$ cat src/rtl/sonet_rxf_pkg.sv
package sonet_rxf_pkg;

  localparam int          LANE_BYTES = 4;
  localparam int          WORD_W     = 8 * LANE_BYTES;
  localparam logic [31:0] SYNC_WORD  = 32'hF6F6_2828;
  localparam logic [6:0]  KS_SEED    = 7'h7F;

  typedef enum logic [1:0] {
    ST_HUNT    = 2'd0,
    ST_CONFIRM = 2'd1,
    ST_LOCKED  = 2'd2
  } frm_state_e;

  typedef struct packed {
    logic [31:0] key;
    logic [6:0]  nxt;
  } ks_step_t;

  // One word of key stream from generator x^7 + x^6 + 1, MSB first.
  function automatic ks_step_t ks_advance(input logic [6:0] st);
    ks_step_t   r;
    logic [6:0] s;
    s = st;
    r.key = '0;
    for (int b = 31; b >= 0; b--) begin
      r.key[b] = s[6];
      s = {s[5:0], s[6] ^ s[5]};
    end
    r.nxt = s;
    return r;
  endfunction

endpackage

$ cat src/rtl/rxf_aligner.sv
module rxf_aligner
  import sonet_rxf_pkg::*;
#(
  parameter int BYTES = LANE_BYTES
) (
  input  logic                       clk,
  input  logic                       rst,
  input  logic [8*BYTES-1:0]         din,
  input  logic [$clog2(BYTES)-1:0]   sel_off,
  output logic [BYTES-1:0]           hit,
  output logic [8*BYTES-1:0]         aligned
);

  localparam int W = 8 * BYTES;

  logic [W-1:0]   cur_q, prev_q;
  logic [2*W-1:0] window;
  logic [W-1:0]   cand [BYTES];

  always_ff @(posedge clk) begin
    if (rst) begin
      cur_q  <= '0;
      prev_q <= '0;
    end else begin
      cur_q  <= din;
      prev_q <= cur_q;
    end
  end

  assign window = {prev_q, cur_q};

  // One candidate word per byte offset, each compared to the framing word.
  for (genvar k = 0; k < BYTES; k++) begin : g_off
    assign cand[k] = window[2*W-1-8*k -: W];
    assign hit[k]  = (cand[k] == SYNC_WORD);
  end

  assign aligned = cand[sel_off];

endmodule

$ cat src/rtl/rxf_sync.sv
module rxf_sync
  import sonet_rxf_pkg::*;
#(
  parameter int BYTES       = LANE_BYTES,
  parameter int FRAME_WORDS = 192,
  parameter int OOF_FRAMES  = 4,
  parameter int INF_FRAMES  = 2
) (
  input  logic                       clk,
  input  logic                       rst,
  input  logic [BYTES-1:0]           hit,
  input  logic                       irq_clr,
  output logic [$clog2(BYTES)-1:0]   sel_off,
  output logic                       word_start,
  output logic                       locked,
  output logic                       oof_irq
);

  localparam int OFF_W  = $clog2(BYTES);
  localparam int CNT_W  = $clog2(FRAME_WORDS);
  localparam int BAD_W  = $clog2(OOF_FRAMES + 1);
  localparam int GOOD_W = $clog2(INF_FRAMES + 1);
  localparam logic [CNT_W-1:0] LAST_WORD = CNT_W'(FRAME_WORDS - 1);

  frm_state_e       state_q;
  logic [OFF_W-1:0] off_q, first_hit;
  logic [CNT_W-1:0] cnt_q, cnt_nxt;
  logic [BAD_W-1:0] bad_q;
  logic [GOOD_W-1:0] good_q;
  logic             irq_q;
  logic             found, hunting, at_hdr, hdr_ok, oof_enter;

  always_comb begin
    first_hit = '0;
    for (int k = BYTES - 1; k >= 0; k--) begin
      if (hit[k]) first_hit = OFF_W'(k);
    end
  end

  assign found     = |hit;
  assign hunting   = (state_q == ST_HUNT);
  assign at_hdr    = !hunting && (cnt_q == '0);
  assign hdr_ok    = hit[off_q];
  assign cnt_nxt   = (cnt_q == LAST_WORD) ? '0 : cnt_q + 1'b1;
  assign oof_enter = (state_q == ST_LOCKED) && at_hdr && !hdr_ok &&
                     (bad_q == BAD_W'(OOF_FRAMES - 1));

  assign sel_off    = (hunting && found) ? first_hit : off_q;
  assign word_start = hunting ? found : at_hdr;
  assign locked     = (state_q == ST_LOCKED);
  assign oof_irq    = irq_q;

  always_ff @(posedge clk) begin
    if (rst) begin
      state_q <= ST_HUNT;
      off_q   <= '0;
      cnt_q   <= '0;
      bad_q   <= '0;
      good_q  <= '0;
      irq_q   <= 1'b0;
    end else begin
      irq_q <= oof_enter | (irq_q & ~irq_clr);
      unique case (state_q)
        ST_HUNT: begin
          if (found) begin
            off_q   <= first_hit;
            cnt_q   <= CNT_W'(1);
            good_q  <= '0;
            state_q <= ST_CONFIRM;
          end else begin
            cnt_q <= '0;
          end
        end
        ST_CONFIRM: begin
          cnt_q <= cnt_nxt;
          if (at_hdr) begin
            if (!hdr_ok) begin
              state_q <= ST_HUNT;
              cnt_q   <= '0;
            end else if (good_q == GOOD_W'(INF_FRAMES - 1)) begin
              state_q <= ST_LOCKED;
              bad_q   <= '0;
            end else begin
              good_q <= good_q + 1'b1;
            end
          end
        end
        ST_LOCKED: begin
          cnt_q <= cnt_nxt;
          if (at_hdr) begin
            if (hdr_ok) begin
              bad_q <= '0;
            end else if (oof_enter) begin
              state_q <= ST_HUNT;
              cnt_q   <= '0;
            end else begin
              bad_q <= bad_q + 1'b1;
            end
          end
        end
        default: state_q <= ST_HUNT;
      endcase
    end
  end

  // lock is only ever reached through confirmation
  a_r4_lock_via_confirm: assert property (@(posedge clk) disable iff (rst)
    $rose(state_q == ST_LOCKED) |-> $past(state_q) == ST_CONFIRM);

  // a correct framing word while locked keeps the lock
  a_r5_good_keeps_lock: assert property (@(posedge clk) disable iff (rst)
    (state_q == ST_LOCKED && at_hdr && hdr_ok) |=> state_q == ST_LOCKED);

  // interrupt rises only when lock is lost
  a_r7_irq_on_loss: assert property (@(posedge clk) disable iff (rst)
    $rose(irq_q) |-> ($past(state_q) == ST_LOCKED && state_q == ST_HUNT));

  // interrupt is sticky until cleared
  a_r7_irq_sticky: assert property (@(posedge clk) disable iff (rst)
    (irq_q && !irq_clr) |=> irq_q);

  // offset is only re-chosen during search
  a_r9_offset_held: assert property (@(posedge clk) disable iff (rst)
    (state_q != ST_HUNT) |=> $stable(off_q));

endmodule

$ cat src/rtl/rxf_descramble.sv
module rxf_descramble
  import sonet_rxf_pkg::*;
#(
  parameter int W = WORD_W
) (
  input  logic         clk,
  input  logic         rst,
  input  logic [W-1:0] aligned,
  input  logic         word_start,
  input  logic         locked,
  output logic [W-1:0] out_data,
  output logic         out_fp,
  output logic         out_inframe
);

  logic [6:0] ks_q;
  ks_step_t   step;

  assign step = ks_advance(ks_q);

  always_ff @(posedge clk) begin
    if (rst) begin
      ks_q        <= KS_SEED;
      out_data    <= '0;
      out_fp      <= 1'b0;
      out_inframe <= 1'b0;
    end else begin
      out_inframe <= locked;
      out_fp      <= word_start & locked;
      if (word_start) begin
        out_data <= aligned;
        ks_q     <= KS_SEED;
      end else begin
        out_data <= aligned ^ step.key[W-1:0];
        ks_q     <= step.nxt;
      end
    end
  end

  // frame marker lasts a single clock
  a_r3_fp_single: assert property (@(posedge clk) disable iff (rst)
    out_fp |=> !out_fp);

  // no marker without in-frame status
  a_r6_fp_needs_lock: assert property (@(posedge clk) disable iff (rst)
    out_fp |-> out_inframe);

endmodule

$ cat src/rtl/sonet_rx_framer.sv
module sonet_rx_framer
  import sonet_rxf_pkg::*;
#(
  parameter int FRAME_WORDS = 192,
  parameter int OOF_FRAMES  = 4,
  parameter int INF_FRAMES  = 2
) (
  input  logic        clk,
  input  logic        rst,
  input  logic [31:0] rx_data,
  input  logic        irq_clr,
  output logic [31:0] out_data,
  output logic        out_fp,
  output logic        out_inframe,
  output logic        oof_irq
);

  localparam int OFF_W = $clog2(LANE_BYTES);

  logic [LANE_BYTES-1:0] hit;
  logic [OFF_W-1:0]      sel_off;
  logic [WORD_W-1:0]     aligned;
  logic                  word_start, locked;

  rxf_aligner #(.BYTES(LANE_BYTES)) u_align (
    .clk     (clk),
    .rst     (rst),
    .din     (rx_data),
    .sel_off (sel_off),
    .hit     (hit),
    .aligned (aligned)
  );

  rxf_sync #(
    .BYTES       (LANE_BYTES),
    .FRAME_WORDS (FRAME_WORDS),
    .OOF_FRAMES  (OOF_FRAMES),
    .INF_FRAMES  (INF_FRAMES)
  ) u_sync (
    .clk        (clk),
    .rst        (rst),
    .hit        (hit),
    .irq_clr    (irq_clr),
    .sel_off    (sel_off),
    .word_start (word_start),
    .locked     (locked),
    .oof_irq    (oof_irq)
  );

  rxf_descramble #(.W(WORD_W)) u_dscr (
    .clk         (clk),
    .rst         (rst),
    .aligned     (aligned),
    .word_start  (word_start),
    .locked      (locked),
    .out_data    (out_data),
    .out_fp      (out_fp),
    .out_inframe (out_inframe)
  );

endmodule

$ cat config.mk
export PLATFORM = sky130hd
export DESIGN_NAME = sonet_rx_framer
export DESIGN_NICKNAME = d
export VERILOG_FILES = /design/src/rtl/sonet_rxf_pkg.sv /design/src/rtl/rxf_aligner.sv /design/src/rtl/rxf_sync.sv /design/src/rtl/rxf_descramble.sv /design/src/rtl/sonet_rx_framer.sv
export SDC_FILE = /design/constraint.sdc
export NUM_CORES = 1
export LEC_CHECK = 0
export BUFFER_PORTS_ARGS = -buffer_cell sky130_fd_sc_hd__buf_4
export CAP_MARGIN = 30
export CORE_ASPECT_RATIO = 0.75
export CORE_MARGIN = 2
export CORE_UTILIZATION = 24
export CTS_CLUSTER_SIZE = 16
export DETAILED_ROUTE_END_ITERATION = 8
export GPL_TIMING_DRIVEN = 0
export PLACE_DENSITY_LB_ADDON = 0.12
export SYNTH_ARGS = -nofsm -noshare
export SYNTH_HDL_FRONTEND = slang
export SYNTH_SLANG_ARGS = --single-unit
export TNS_END_PERCENT = 20
$ cat constraint.sdc
create_clock -name clk -period 2.38 [get_ports clk]
set_clock_uncertainty 0.2 [all_clocks]
set_input_delay 0.476 -clock clk [delete_from_list [all_inputs] [get_ports clk]]
set_output_delay 0.476 -clock clk [all_outputs]
set_load 0.01 [all_outputs]
==> impl_table.tex, run 1 <==
\begin{tabular}{lr}
\hline
Metric & Value \\
\hline
\multicolumn{2}{l}{\textbf{Floorplan}} \\
\quad Starting Density & 24.2\% \\
\quad Placeable core area & 23800 sq um \\
\quad Chip Width & 183 um \\
\quad Die outline height & 138 um \\
\quad Number of ports placed on the die boundary & 70 \\
\quad Total die area & 25300 sq um \\
\quad Site row count & between 40 and 50 \\
\multicolumn{2}{l}{\textbf{Outcome}} \\
\quad Outcome & complete, but fails checks \\
\quad Failing checks & negative setup slack \\
\multicolumn{2}{l}{\textbf{Critical path}} \\
\quad Largest stage delay on the critical path & approximately 350 ps \\
\quad Buffer and inverter count on the worst path & 2 \\
\quad Crit path required time & 2470 ps \\
\quad Cell-by-cell trace of the critical path & nor4b\_4 > nand4\_4 > a21oi\_4 > o2bb2ai\_4 > buf\_12 > buf\_12 > mux2i\_4 > mux2i\_1 > xor2\_1 > nor2\_1 \\
\quad Most prevalent standard cell on the critical path & buf\_12 \\
\quad Critical Path End Type & register \\
\quad Worst path arrival time & 2820 ps \\
\quad Type of the setup path with the least slack & register to register \\
\quad Top Family by Delay on Critical Path & simple AND/OR/NAND/NOR gates \\
\quad Critical path launch point type & register \\
\quad Largest driver fanout on the critical path & 7 \\
\quad Slowest cell on crit path & dfxtp\_4 \\
\multicolumn{2}{l}{\textbf{Synth}} \\
\quad Synthesized netlist net count & 627 \\
\quad Most area-consuming cells after synthesis & dfxtp\_1 43\%, mux2i\_1 13\%, xor2\_1 8.4\% \\
\quad Most used flip-flop cell after synthesis & dfxtp\_1 \\
\quad Multiplexer fraction of the synthesized cell area & 13.6\% \\
\quad Unique masters post-synth & 52 \\
\quad Area fraction in and, or, nand and nor cells after synthesis & about a quarter \\
\quad Dominant combinational cell family by area after synthesis & simple AND/OR/NAND/NOR gates \\
\quad XOR/XNOR share of the synthesized area & 10.2\% \\
\quad Post-synth ARST share & 0\% \\
\quad Mean cell area of the mapped netlist & 9.91 sq um \\
\quad Complex-gate fraction of the synthesized area & 3.41\% \\
\quad Area of the mapped netlist & 5770 sq um \\
\quad Area fraction of the dominant cell type after synthesis & 42.7\% \\
\quad Part of the Yosys area used for sequential elements & 42.7\% \\
\quad Number of synthesized flops with an enable pin & 0 \\
\quad Number of cells produced by synthesis & 582 \\
\quad Synthesized-area fraction occupied by adder cells & around 2.2\% \\
\quad Seq cells post-synth & 123 \\
\quad Yosys top cell by area & dfxtp\_1 \\
\quad Synth Warn \# & 0 \\
\multicolumn{2}{l}{\textbf{STA}} \\
\quad Max Transition Viols Final & 0 \\
\quad Count of final hold-check violations & 0 \\
\quad RSZ-0062 raised after global routing & yes \\
\quad Sum Neg Setup Slack & -11940 ps \\
\quad Final number of setup-violating endpoints & 47 \\
\quad Slew margin rel. & between 40\% and 50\% \\
\quad Pin slew with the least headroom to its limit & 848 ps \\
\quad Portion of the clock cycle consumed by the worst path in the final layout & 115\% \\
\quad Worst-case setup margin in the final layout & -353 ps \\
\quad Highest clock rate & 0.366 GHz \\
\quad Final critical path time including I/O delays and setup & roughly 2700 ps \\
\multicolumn{2}{l}{\textbf{Cells and area}} \\
\quad Fin area & 8060 sq um \\
\quad Storage element area & roughly 2500 sq um \\
\quad Antenna diodes & 0 \\
\quad Fill cells & around 2400 \\
\quad Post-route non-filler standard cell count & roughly 1000 \\
\quad Fraction of layout instances using a drive strength above 1 & 32.8\% \\
\quad Final core utilization & 33.9\% \\
\quad P\&R area growth vs syn & 39.8\% \\
\quad Multi-input gate area in the final layout & 3600 sq um \\
\quad Post-layout net count & 729 \\
\multicolumn{2}{l}{\textbf{Drt}} \\
\quad Vias per std cell & 4.31 \\
\quad Detailed Route Iter0 Violations & $\sim$240 \\
\quad Remaining antenna violation count & 0 \\
\quad DRT Wirelength & 17800 um \\
\quad Pre-antenna DRT Iters & 4 \\
\quad Average routed wire per standard cell & around 18 um \\
\quad Total DRC errors in the routed layout & 0 \\
\quad Count of vias placed by the detailed router & between 4000 and 5000 \\
\multicolumn{2}{l}{\textbf{Place}} \\
\quad Count of port buffers added during placement & 69 \\
\quad GPL Wtd Cong & 0.838 \\
\quad Worst slack after detailed placement & -883 ps \\
\quad HPWL after DPL & 13300 um \\
\quad Placed insts & 957 \\
\quad Placed instance area & roughly 6700 sq um \\
\multicolumn{2}{l}{\textbf{Clock network}} \\
\quad Number of levels in the clock H-tree & 4 \\
\quad Longest Clk Path Bufs & 2 \\
\quad Number of clock sinks seen by CTS & 123 \\
\quad Number of hold buffers added after CTS & 0 \\
\quad TritonCTS clock tree & done \\
\quad Clk\_lat worst skew & 420 ps \\
\quad Clock buffer count from CTS & 17 \\
\quad Clock transition time at the flip-flop clock pins of the worst setup and hold paths & 50 ps \\
\quad Clock root buffer & clkbuf\_16 \\
\multicolumn{2}{l}{\textbf{GRT}} \\
\quad Largest net degree at the start of global routing & 17 \\
\quad Antenna violations before repair & 0 \\
\quad First-pass GRT wire length & 27300 um \\
\quad Leftover overflow at the end of global routing & 0 \\
\quad Vias in the first global route & 4545 \\
\quad Global routing usage summed across all routing layers & 14.5\% \\
\multicolumn{2}{l}{\textbf{Pwr}} \\
\quad Power share of the sequential group & around 34\% \\
\quad Pwr dens & around 920 nW/um\^{}2 \\
\quad Net switching fraction of the power & 32.3\% \\
\quad Share of total power in combinational logic & between 30\% and 40\% \\
\quad Net switching power & 2.39 mW \\
\quad Clock power share & 34.4\% \\
\quad VDD IR max & 0.439 mV \\
\quad Leakage power summed over all cells & about 3.2 nW \\
\quad Pint & 5.00 mW \\
\multicolumn{2}{l}{\textbf{Min path}} \\
\quad Kind of path behind the tightest hold check & primary input to register \\
\multicolumn{2}{l}{\textbf{Job}} \\
\quad Total of max-cap violations & 0 \\
\hline
\end{tabular}
## metal layers
layer	vias to the layer above	global-route usage (%)	routed length, um
met5	-	0	0
met4	0	3.54	113
met3	8	3.42	882
met2	79	20.4	7420
met1	2069	22.1	9370
li1	2164	-	-
## synthesized netlist by cell type (2+ instances only)
cell type,number
a211oi_1,4
a21oi_1,9
a21oi_2,2
a31oi_1,3
and2_1,2
and3_1,3
and4_1,4
and4b_1,2
buf_12,3
buf_2,3
buf_4,2
clkbuf_1,25
dfxtp_1,123
ha_1,10
inv_1,12
mux2i_1,77
nand2_1,56
nand2b_1,4
nand3_1,6
nand4_1,5
nor2_1,44
nor2b_1,70
nor3_1,2
nor4_1,3
nor4_2,4
nor4b_1,4
nor4b_2,4
nor4b_4,2
nor4bb_1,3
o21ai_0,3
or3b_1,2
xnor2_1,12
xor2_1,55
## power groups by stage
stage                     combinational [mW]  clock [mW]  sequential (mW)
after CTS                               2.32        2.60             2.51
after global placement                  2.25           0             2.54
after global routing                    2.58        2.70             2.55
final                                   2.33        2.54             2.52
after floorplan                         1.41           0             2.61
after detailed placement                2.24           0             2.54
## cell usage in the layout, fill, tap and decap left out, drive strengths merged, types with 2 or more instances in the layout
| cell | n |
|---|---|
| dfxtp | 123 |
| buf | 93 |
| mux2i | 77 |
| nor2b | 70 |
| nand2 | 56 |
| xor2 | 55 |
| clkbuf | 47 |
| nor2 | 44 |
| inv | 12 |
| xnor2 | 12 |
| a21oi | 11 |
| ha | 10 |
| nor4b | 10 |
| nor4 | 8 |
| nand4 | 7 |
| nand3 | 6 |
| clkinv | 5 |
| o21ai | 5 |
| and4 | 4 |
| nand2b | 4 |
| a211oi | 4 |
| nor4bb | 3 |
| and3 | 3 |
| a31oi | 3 |
| and4b | 2 |
| nor3 | 2 |
| or3b | 2 |
| bufinv | 2 |
| and4bb | 2 |
| and2 | 2 |
| nor3b | 2 |
## cell families (layout without fill, tap and decap cells)
| family | after synthesis | count (layout) |
|---|---|---|
| and+or+nand+nor | 229 | 229 |
| DFF | 123 | 123 |
| muxes | 78 | 78 |
| xor gates and xnor gates | 67 | 67 |
| buffers and inverters | 46 | 160 |
| AOI/OAI and AO/OA | 29 | 29 |
| adders and majority gates | 10 | 10 |
## registers in the layout, summed over array words and instances (netlist names)
signal / flops
u_dscr.out_inframe: 1
u_sync.oof_irq: 1
u_sync.cnt_q: 8
u_dscr.ks_q: 7
u_sync.off_q: 2
u_dscr.out_data: 32
u_sync.state_q: 2
u_dscr.out_fp: 1
u_sync.bad_q: 3
u_align.cur_q: 32
u_align.prev_q: 32
u_sync.good_q: 2
## final cells by class
| type | count | share of cell area [%] |
|---|---|---|
| inverter | 12 | 0.559 |
| timing repair buffer | 85 | 8.58 |
| tap | 306 | 4.75 |
| sequential | 123 | 31.2 |
| clock buffer | 23 | 5.93 |
| clock inverter | 8 | 1.15 |
| buffer | 32 | 3.07 |
| multi-input combinational | 413 | 44.7 |
## path summary, 6_finish.rpt
| check | cells past startpoint | startpoint | slack, ps | end |
|---|---|---|---|---|
| setup / recovery | 10 | u_align.cur_q[26] | -350 | u_dscr.out_data[12] |
| hold / removal | 2 | rx_data[26] | 70 | u_align.cur_q[26] |
| setup reg to reg | 10 | u_align.cur_q[26] | -350 | u_dscr.out_data[12] |
| hold reg to reg | 1 | u_align.cur_q[3] | 250 | u_align.prev_q[3] |
## worst register-to-register path, cell delays in order, from the launching register on
cell,delay (ps)
dfxtp_4,350
nor4b_4,330
nand4_4,250
a21oi_4,250
o2bb2ai_4,140
buf_12,170
buf_12,170
mux2i_4,340
mux2i_1,180
xor2_1,170
nor2_1,50
## per-stage QoR
stage	total power, mW	hold WS, ps
3_5_place_dp	4.78	234
5_1_grt	7.84	67.0
3_3_place_gp	4.79	229
4_1_cts	7.44	56.9
6_report	7.38	71.6
2_1_floorplan	4.02	214
## what timing repair did
| item | CTS | global route |
|---|---|---|
| pin swaps | 27 | 13 |
| buffers inserted | 12 | 2 |
| gates cloned | 1 | 1 |
| endpoints found under the setup margin | 57 | 56 |
| resized for setup | 102 | 50 |
| endpoints found under the hold margin | 0 | 0 |
(Power assumes the default switching activity.)
==> inputs of run 2 (changes only) <==
Settings changed: CORE_MARGIN 2 to unset.
Clock period 2.38 ns to 3.2 ns, I/O delays scaled along.
==> run 2 against run 1 <==
Compared with the run above: the run now ends clean; non-clock buffer count fell by 12; highest routed layer unchanged; clock power fell by 29%; worst setup slack improved by 450 ps; combinational power fell by 29%; via count fell by 3.1%; critical endpoint is now u_dscr.out_data[18]; final cell count fell by 1.7%.
==> impl_table.tex, run 2 (same netlist as run 1, synthesis figures left out) <==
\begin{tabular}{lr}
\hline
Metric & Value \\
\hline
\multicolumn{2}{l}{\textbf{Outcome}} \\
\quad Outcome & finished clean \\
\multicolumn{2}{l}{\textbf{Critical path}} \\
\quad Largest driver fanout on the critical path & 10 (+3) \\
\quad Startpoint of the most critical register-to-register path & u\_align.cur\_q[28] \\
\quad Length in cells of the worst reg-to-reg path & 9 (-1) \\
\quad Endpoint of the most critical register-to-register path & u\_dscr.out\_data[18] \\
\quad Critical Path End Type & register \\
\quad Cell-by-cell trace of the critical path & nor4b\_4 > nand4\_4 > a21oi\_2 > o2bb2ai\_2 > buf\_2 > mux2i\_1 > mux2i\_1 > xor2\_1 > nor2\_1 \\
\quad Critical path launch point type & register \\
\quad Slowest cell on crit path & mux2i\_1 \\
\quad Largest stage delay on the critical path & 440 ps (+90 ps) \\
\quad Worst path arrival time & 3200 ps (+380 ps) \\
\quad Most prevalent standard cell on the critical path & mux2i\_1 \\
\quad Crit path required time & 3300 ps (+830 ps) \\
\quad Worst reg2reg setup slack & 100 ps (+450 ps) \\
\quad Capture point of the critical path & u\_dscr.out\_data[18] \\
\quad First element of the critical path & u\_align.cur\_q[28] \\
\quad Type of the setup path with the least slack & register to register \\
\multicolumn{2}{l}{\textbf{Pwr}} \\
\quad Power share of the sequential group & 34.9\% (+0.8 points) \\
\quad Pwr dens & 735 nW/um\^{}2 (-20\%) \\
\quad Share of total power in combinational logic & 31.2\% (-0.3 points) \\
\quad Net switching fraction of the power & 33.4\% (+1.1 points) \\
\quad VDD IR max & 0.337 mV (-23\%) \\
\quad Clock power share & 33.9\% (-0.5 points) \\
\quad Net switching power & 1.78 mW (-25\%) \\
\quad Pint & 3.55 mW (-29\%) \\
\quad Leakage power summed over all cells & 3.16 nW (-2.5\%) \\
\multicolumn{2}{l}{\textbf{Drt}} \\
\quad Average routed wire per standard cell & 16.2 um (-8.6\%) \\
\quad Pre-antenna DRT Iters & 4 (unchanged) \\
\quad Count of vias placed by the detailed router & 4188 (-3.1\%) \\
\quad Remaining antenna violation count & 0 (unchanged) \\
\quad DRT Wirelength & 16000 um (-10\%) \\
\quad Vias per std cell & 4.25 (-1.4\%) \\
\quad Detailed Route Iter0 Violations & 254 (+7.6\%) \\
\quad Total DRC errors in the routed layout & 0 (unchanged) \\
\multicolumn{2}{l}{\textbf{Clock network}} \\
\quad TritonCTS clock tree & done \\
\quad Clock root buffer & clkbuf\_16 \\
\quad Number of levels in the clock H-tree & 4 (unchanged) \\
\quad Clk\_lat worst skew & 430 ps (about the same) \\
\quad Clock buffer count from CTS & 17 (unchanged) \\
\quad Longest Clk Path Bufs & 2 (unchanged) \\
\quad Number of hold buffers added after CTS & 0 (unchanged) \\
\quad Clock transition time at the flip-flop clock pins of the worst setup and hold paths & 60 ps (about the same) \\
\quad Number of clock sinks seen by CTS & 123 (unchanged) \\
\multicolumn{2}{l}{\textbf{GRT}} \\
\quad Met3 Usage GRT & 3.13\% (-0.29 points) \\
\quad Leftover overflow at the end of global routing & 0 (unchanged) \\
\quad Largest net degree at the start of global routing & 17 (unchanged) \\
\quad Met2 Usage GRT & 19.1\% (-1.3 points) \\
\quad Global routing usage summed across all routing layers & 13.8\% (-0.74 points) \\
\quad GRT busiest layer & met1 \\
\quad Met1 Resource Use GR & 20.2\% (-1.9 points) \\
\quad Antenna violations before repair & 0 (unchanged) \\
\quad Vias in the first global route & 4285 (-5.7\%) \\
\quad First-pass GRT wire length & 25200 um (-7.7\%) \\
\multicolumn{2}{l}{\textbf{Min path}} \\
\quad Kind of path behind the tightest hold check & primary input to register \\
\multicolumn{2}{l}{\textbf{Place}} \\
\quad GPL Wtd Cong & 0.817 (-2.5\%) \\
\quad Count of port buffers added during placement & 69 (unchanged) \\
\quad HPWL after DPL & 12700 um (-5.0\%) \\
\multicolumn{2}{l}{\textbf{Floorplan}} \\
\quad Placeable core area & 23300 sq um (-2.0\%) \\
\quad Number of ports placed on the die boundary & 70 (unchanged) \\
\quad Chip Width & 181 um (-1.1\%) \\
\quad Total die area & 24700 sq um (-2.5\%) \\
\quad Die outline height & 136 um (-1.4\%) \\
\quad Site row count & 48 (-2.0\%) \\
\quad Starting Density & 24.7\% (+0.50 points) \\
\multicolumn{2}{l}{\textbf{STA}} \\
\quad Final number of setup-violating endpoints & 0 (-100\%) \\
\quad Worst hold margin & 226 ps (+155 ps) \\
\quad Highest clock rate & 0.322 GHz (-12\%) \\
\quad Slew margin rel. & 53.3\% (+10 points) \\
\quad Pin slew with the least headroom to its limit & 699 ps (-149 ps) \\
\quad Portion of the clock cycle consumed by the worst path in the final layout & 96.9\% (-18 points) \\
\quad Count of final hold-check violations & 0 (unchanged) \\
\quad RSZ-0062 raised after global routing & no \\
\quad Sum Neg Setup Slack & 0 ps (+11940 ps) \\
\quad Final critical path time including I/O delays and setup & 3100 ps (+369 ps) \\
\quad Max Transition Viols Final & 0 (unchanged) \\
\multicolumn{2}{l}{\textbf{Cells and area}} \\
\quad Most common library cell in the layout ignoring fill and taps & dfxtp\_1 \\
\quad Commonest non-fill, non-tap cells in the layout & 123 x dfxtp\_1, 75 x mux2i\_1, 73 x buf\_4 \\
\quad P\&R area growth vs syn & 25.8\% \\
\quad Fraction of layout instances using a drive strength above 1 & 20.0\% (-13 points) \\
\quad Registers with the most flip-flops & u\_align.cur\_q x32, u\_align.prev\_q x32, u\_dscr.out\_data x32 \\
\quad Antenna diodes & 0 (unchanged) \\
\quad Post-layout net count & 717 (-1.6\%) \\
\multicolumn{2}{l}{\textbf{Job}} \\
\quad Total of max-cap violations & 0 (unchanged) \\
\hline
\end{tabular}
==> run 2: power groups by stage <==
stage / Sequential (mW) / Combinational, mW / Clock (mW)
final: 1.86 / 1.66 / 1.80
after global routing: 1.89 / 1.84 / 1.92
after CTS: 1.86 / 1.68 / 1.85
after detailed placement: 1.90 / 1.68 / 0
after global placement: 1.89 / 1.67 / 0
after floorplan: 1.94 / 1.05 / 0
==> run 2: timing repair <==
item | in CTS | in global routing
endpoints found under the setup margin | 0 | 33
buffers inserted | 0 | 2
resized for setup | 0 | 5
==> run 2: critical path, delay by kind of cell, from the launching register on <==
| family | cells | cell delay (ps) |
|---|---|---|
| buffers and inverters | 1 | 370 |
| flip-flops | 1 | 380 |
| multiplexers | 2 | 630 |
| AND/OR/NAND/NOR | 3 | 640 |
| AO/OA/AOI/OAI | 2 | 470 |
| XOR/XNOR | 1 | 270 |
==> run 2: area by class of cell <==
class	count	area [sq um]
buffer	34	195
clock buffer	18	429
clock inverter	14	123
fill	2426	16100
inverter	12	45.0
multi-input combinational	413	3090
sequential	123	2460
tap	300	375
timing repair buffer	71	533
==> run 2: how the worst min path moves through the flow <==
stage	from	to	slack, ps	cells after the start
after floorplan	u_align.cur_q[0]	u_align.prev_q[0]	210	1
after global placement	u_align.cur_q[7]	u_align.prev_q[7]	240	1
after detailed placement	u_align.cur_q[5]	u_align.prev_q[5]	230	1
after CTS	rx_data[30]	u_align.cur_q[30]	210	2
after global routing	rx_data[0]	u_align.cur_q[0]	220	2
final	rx_data[30]	u_align.cur_q[30]	230	2
==> run 2: layer usage <==
| layer | routed length (um) | vias to the layer above |
|---|---|---|
| met4 | 221 | 0 |
| li1 | - | 2125 |
| met5 | 0 | - |
| met2 | 6370 | 96 |
| met3 | 614 | 19 |
| met1 | 8780 | 1948 |
==> run 2: per-stage QoR <==
stage / power (mW) / cell area [sq um] / worst slack [ps] / util [%] / instances
2_1_floorplan: 2.99 / 5770 / 823 / - / 582
3_3_place_gp: 3.56 / 6660 / 59.7 / 28.6 / 951
3_5_place_dp: 3.58 / 6660 / 31.0 / 28.6 / 951
4_1_cts: 5.39 / 7210 / 12.9 / 30.9 / 983
5_1_grt: 5.65 / 7250 / 11.0 / 31.1 / 985
6_report: 5.33 / 7250 / 98.3 / 31.1 / 985
==> inputs of run 3 (changes only) <==
Settings changed: ABC_AREA set to 1.
==> run 3 against run 2 <==
Compared with the run above: synthesized area grew 20%; worst setup slack better by 300 ps; register-to-register slack improved by 300 ps; global-route usage grew 3.2 points; first-iteration DRC count grew 110%; count of clock-buffer cells in the layout fell by 1; largest power group is now combinational logic; critical path depth is 3 higher.
==> impl_table.tex, run 3 <==
\begin{tabular}{lr}
\hline
Metric & Value \\
\hline
\multicolumn{2}{l}{\textbf{Outcome}} \\
\quad Outcome & finished clean \\
\multicolumn{2}{l}{\textbf{Cells and area}} \\
\quad Commonest non-fill, non-tap cells in the layout & 183 x nand2\_1, 176 x nor2\_1, 146 x nand3\_1 \\
\quad Registers with the most flip-flops & u\_align.cur\_q x32, u\_align.prev\_q x32, u\_dscr.out\_data x32 \\
\quad Fill cells & 3107 (+28\%) \\
\quad Post-route non-filler standard cell count & 1481 (+50\%) \\
\quad Antenna diodes & 0 (unchanged) \\
\quad P\&R area growth vs syn & 22.8\% \\
\quad Most common library cell in the layout ignoring fill and taps & nand2\_1 \\
\quad Final core utilization & 30.2\% (-0.94 points) \\
\quad Fraction of layout instances using a drive strength above 1 & 20.5\% (+0.53 points) \\
\quad Post-layout net count & 1128 (+57\%) \\
\multicolumn{2}{l}{\textbf{Critical path}} \\
\quad Type of the setup path with the least slack & register to register \\
\quad Largest stage delay on the critical path & 380 ps (-60 ps) \\
\quad Most prevalent standard cell on the critical path & inv\_1 \\
\quad Worst reg2reg setup slack & 400 ps (+300 ps) \\
\quad Largest driver fanout on the critical path & 10 (unchanged) \\
\quad Crit path required time & 3350 ps (+50 ps) \\
\quad Critical path launch point type & register \\
\quad Critical Path End Type & register \\
\quad Worst path arrival time & 2950 ps (-250 ps) \\
\quad Cell-by-cell trace of the critical path & inv\_1 > ha\_1 > inv\_1 > nand4\_1 > nor3\_1 > inv\_1 > nand2\_4 > buf\_2 > nor2\_1 > nand3\_1 > nand2\_1 > nor2\_1 \\
\quad Top Family by Delay on Critical Path & simple AND/OR/NAND/NOR gates \\
\quad Buffer and inverter count on the worst path & 4 (+3) \\
\quad Slowest cell on crit path & dfxtp\_1 \\
\multicolumn{2}{l}{\textbf{Synth}} \\
\quad Part of the Yosys area used for sequential elements & 35.5\% (-7.2 points) \\
\quad Synthesized-area fraction occupied by adder cells & 1.81\% (-0.36 points) \\
\quad Mean cell area of the mapped netlist & 6.95 sq um (-30\%) \\
\quad Complex-gate fraction of the synthesized area & 5.11\% (+1.7 points) \\
\quad Unique masters post-synth & 40 (-23\%) \\
\quad Most frequent cells after synthesis & 183 x nand2\_1, 176 x nor2\_1, 146 x nand3\_1, 125 x inv\_1, 123 x dfxtp\_1 \\
\quad Multiplexer fraction of the synthesized cell area & 0\% (-14 points) \\
\quad Number of cells produced by synthesis & 996 (+71\%) \\
\quad XOR/XNOR share of the synthesized area & 5.27\% (-4.9 points) \\
\quad Area fraction of the dominant cell type after synthesis & 35.5\% (-7.2 points) \\
\quad Post-synth ARST share & 0\% (unchanged) \\
\quad Synthesized netlist net count & 1041 (+66\%) \\
\quad Synth Warn \# & 0 (unchanged) \\
\quad Area fraction in and, or, nand and nor cells after synthesis & 40.9\% (+17 points) \\
\quad Most common cell in the synthesized netlist & nand2\_1 \\
\quad Yosys top cell by area & dfxtp\_1 \\
\quad Dominant combinational cell family by area after synthesis & simple AND/OR/NAND/NOR gates \\
\quad Most used flip-flop cell after synthesis & dfxtp\_1 \\
\quad Number of synthesized flops with an enable pin & 0 (unchanged) \\
\quad Area of the mapped netlist & 6930 sq um (+20\%) \\
\quad Seq cells post-synth & 123 (unchanged) \\
\quad Most area-consuming cells after synthesis & dfxtp\_1 36\%, nand3\_1 11\%, nand2\_1 9.9\% \\
\multicolumn{2}{l}{\textbf{Pwr}} \\
\quad Leakage power summed over all cells & 3.79 nW (+20\%) \\
\quad VDD IR max & 0.446 mV (+32\%) \\
\quad Pwr dens & 808 nW/um\^{}2 (+9.9\%) \\
\multicolumn{2}{l}{\textbf{Place}} \\
\quad GPL Wtd Cong & 0.909 (+11\%) \\
\quad Placed insts & 1449 (+52\%) \\
\quad Count of port buffers added during placement & 68 (-1.4\%) \\
\quad HPWL after DPL & 19300 um (+52\%) \\
\multicolumn{2}{l}{\textbf{Clock network}} \\
\quad Clk\_lat worst skew & 440 ps (about the same) \\
\quad Post-CTS Resized & 0 (unchanged) \\
\quad Number of clock sinks seen by CTS & 123 (unchanged) \\
\quad Number of levels in the clock H-tree & 4 (unchanged) \\
\quad Clock root buffer & clkbuf\_16 \\
\quad Longest Clk Path Bufs & 2 (unchanged) \\
\quad TritonCTS clock tree & done \\
\quad Number of hold buffers added after CTS & 0 (unchanged) \\
\quad Number of buffers inserted to repair setup after CTS & 0 (unchanged) \\
\quad Clock buffer count from CTS & 17 (unchanged) \\
\quad Clock transition time at the flip-flop clock pins of the worst setup and hold paths & 70 ps (about the same) \\
\multicolumn{2}{l}{\textbf{STA}} \\
\quad Slew margin rel. & 55.2\% (+1.9 points) \\
\quad RSZ-0062 raised after global routing & no \\
\quad Portion of the clock cycle consumed by the worst path in the final layout & 87.5\% (-9.4 points) \\
\quad Pin slew with the least headroom to its limit & 670 ps (-29.0 ps) \\
\quad Final critical path time including I/O delays and setup & 2800 ps (-301 ps) \\
\quad Highest clock rate & 0.357 GHz (+11\%) \\
\quad Max Transition Viols Final & 0 (unchanged) \\
\quad Worst hold margin & 190 ps (-35.9 ps) \\
\quad Count of final hold-check violations & 0 (unchanged) \\
\quad Sum Neg Setup Slack & 0 ps (unchanged) \\
\quad Final number of setup-violating endpoints & 0 (unchanged) \\
\multicolumn{2}{l}{\textbf{Drt}} \\
\quad Total DRC errors in the routed layout & 0 (unchanged) \\
\quad Remaining antenna violation count & 0 (unchanged) \\
\quad Average routed wire per standard cell & 16.1 um (-0.80\%) \\
\quad Vias per std cell & 4.35 (+2.3\%) \\
\quad DRT Wirelength & 23800 um (+49\%) \\
\quad Pre-antenna DRT Iters & 6 (+2) \\
\quad Count of vias placed by the detailed router & 6440 (+54\%) \\
\quad Detailed Route Iter0 Violations & 543 (+110\%) \\
\multicolumn{2}{l}{\textbf{Floorplan}} \\
\quad Site row count & 53 (+10\%) \\
\quad Chip Width & 198 um (+9.5\%) \\
\quad Starting Density & 24.6\% (-0.17 points) \\
\quad Total die area & 29600 sq um (+20\%) \\
\quad Die outline height & 149 um (+9.5\%) \\
\quad Number of ports placed on the die boundary & 70 (unchanged) \\
\quad Placeable core area & 28200 sq um (+21\%) \\
\multicolumn{2}{l}{\textbf{GRT}} \\
\quad Antenna violations before repair & 1 (+1) \\
\quad Largest net degree at the start of global routing & 17 (unchanged) \\
\quad Vias in the first global route & 5999 (+40\%) \\
\quad Global routing usage summed across all routing layers & 17.0\% (+3.2 points) \\
\quad First-pass GRT wire length & 36300 um (+44\%) \\
\quad Leftover overflow at the end of global routing & 0 (unchanged) \\
\multicolumn{2}{l}{\textbf{Min path}} \\
\quad Kind of path behind the tightest hold check & register to register \\
\multicolumn{2}{l}{\textbf{Job}} \\
\quad Total of max-cap violations & 0 (unchanged) \\
\hline
\end{tabular}
[run 3: cell types whose count changed in the layout (fill, tap and decap cells not counted), moves of 9 or more]
cell / delta
mux2i_1: -75
nor2_1: +132
xor2_1: -46
buf_6: +9
nand3_2: +42
nand2_1: +127
nand3_1: +140
a21oi_1: +40
inv_2: +12
clkbuf_1: -17
inv_1: +113
nor2b_1: -70
[run 3: tightest hold or removal path, stage by stage (launching register included)]
cell and delay (ps):
dfxtp_1 290, inv_1 40, nor2_1 30
[run 3: final cells by class]
type	instances	area [sq um]	share of cell area, %
multi-input combinational	697	3680	43.2
sequential	123	2460	28.9
inverter	137	514	6.05
timing repair buffer	68	510	6.00
tap	385	482	5.66
clock buffer	17	425	5.00
buffer	39	273	3.21
clock inverter	15	161	1.90
[run 3: where the power goes]
group / switching [mW] / internal, mW
combinational: 1.73 / 1.25
clock: 0.897 / 1.05
sequential: 0.153 / 1.79
[run 3: path summary, 6_finish.rpt]
path | startpoint | to | cells past startpoint
max | u_sync.state_q[0] | u_dscr.out_data[11] | 12
max reg2reg | u_sync.state_q[0] | u_dscr.out_data[11] | 12
min | u_align.cur_q[4] | u_align.prev_q[4] | 2
min reg2reg | u_align.cur_q[4] | u_align.prev_q[4] | 2
[run 3: through the flow]
stage	setup slack, ps	total power [mW]	area (sq um)
after floorplan	1000	4.11	6930
after global placement	378	4.95	7920
after detailed placement	390	4.95	7920
after CTS	362	6.95	8510
after global routing	78.7	7.36	8510
final	399	6.87	8510
[run 3: per-layer routing]
layer  track usage (%)  wire length (um)
met5                 0                 0
met4              4.38               259
met3              3.35              1420
met2              23.2              9300
met1              26.4             12900
[run 3: logic make-up (layout without fill, tap and decap cells)]
logic type                 after synthesis  after routing
xor gates and xnor gates                28             28
buffers and inverters                  176            276
DFF                                    123            123
AOI/OAI and AO/OA                       66             66
adders and majority gates               10             10
and+or+nand+nor                        593            593
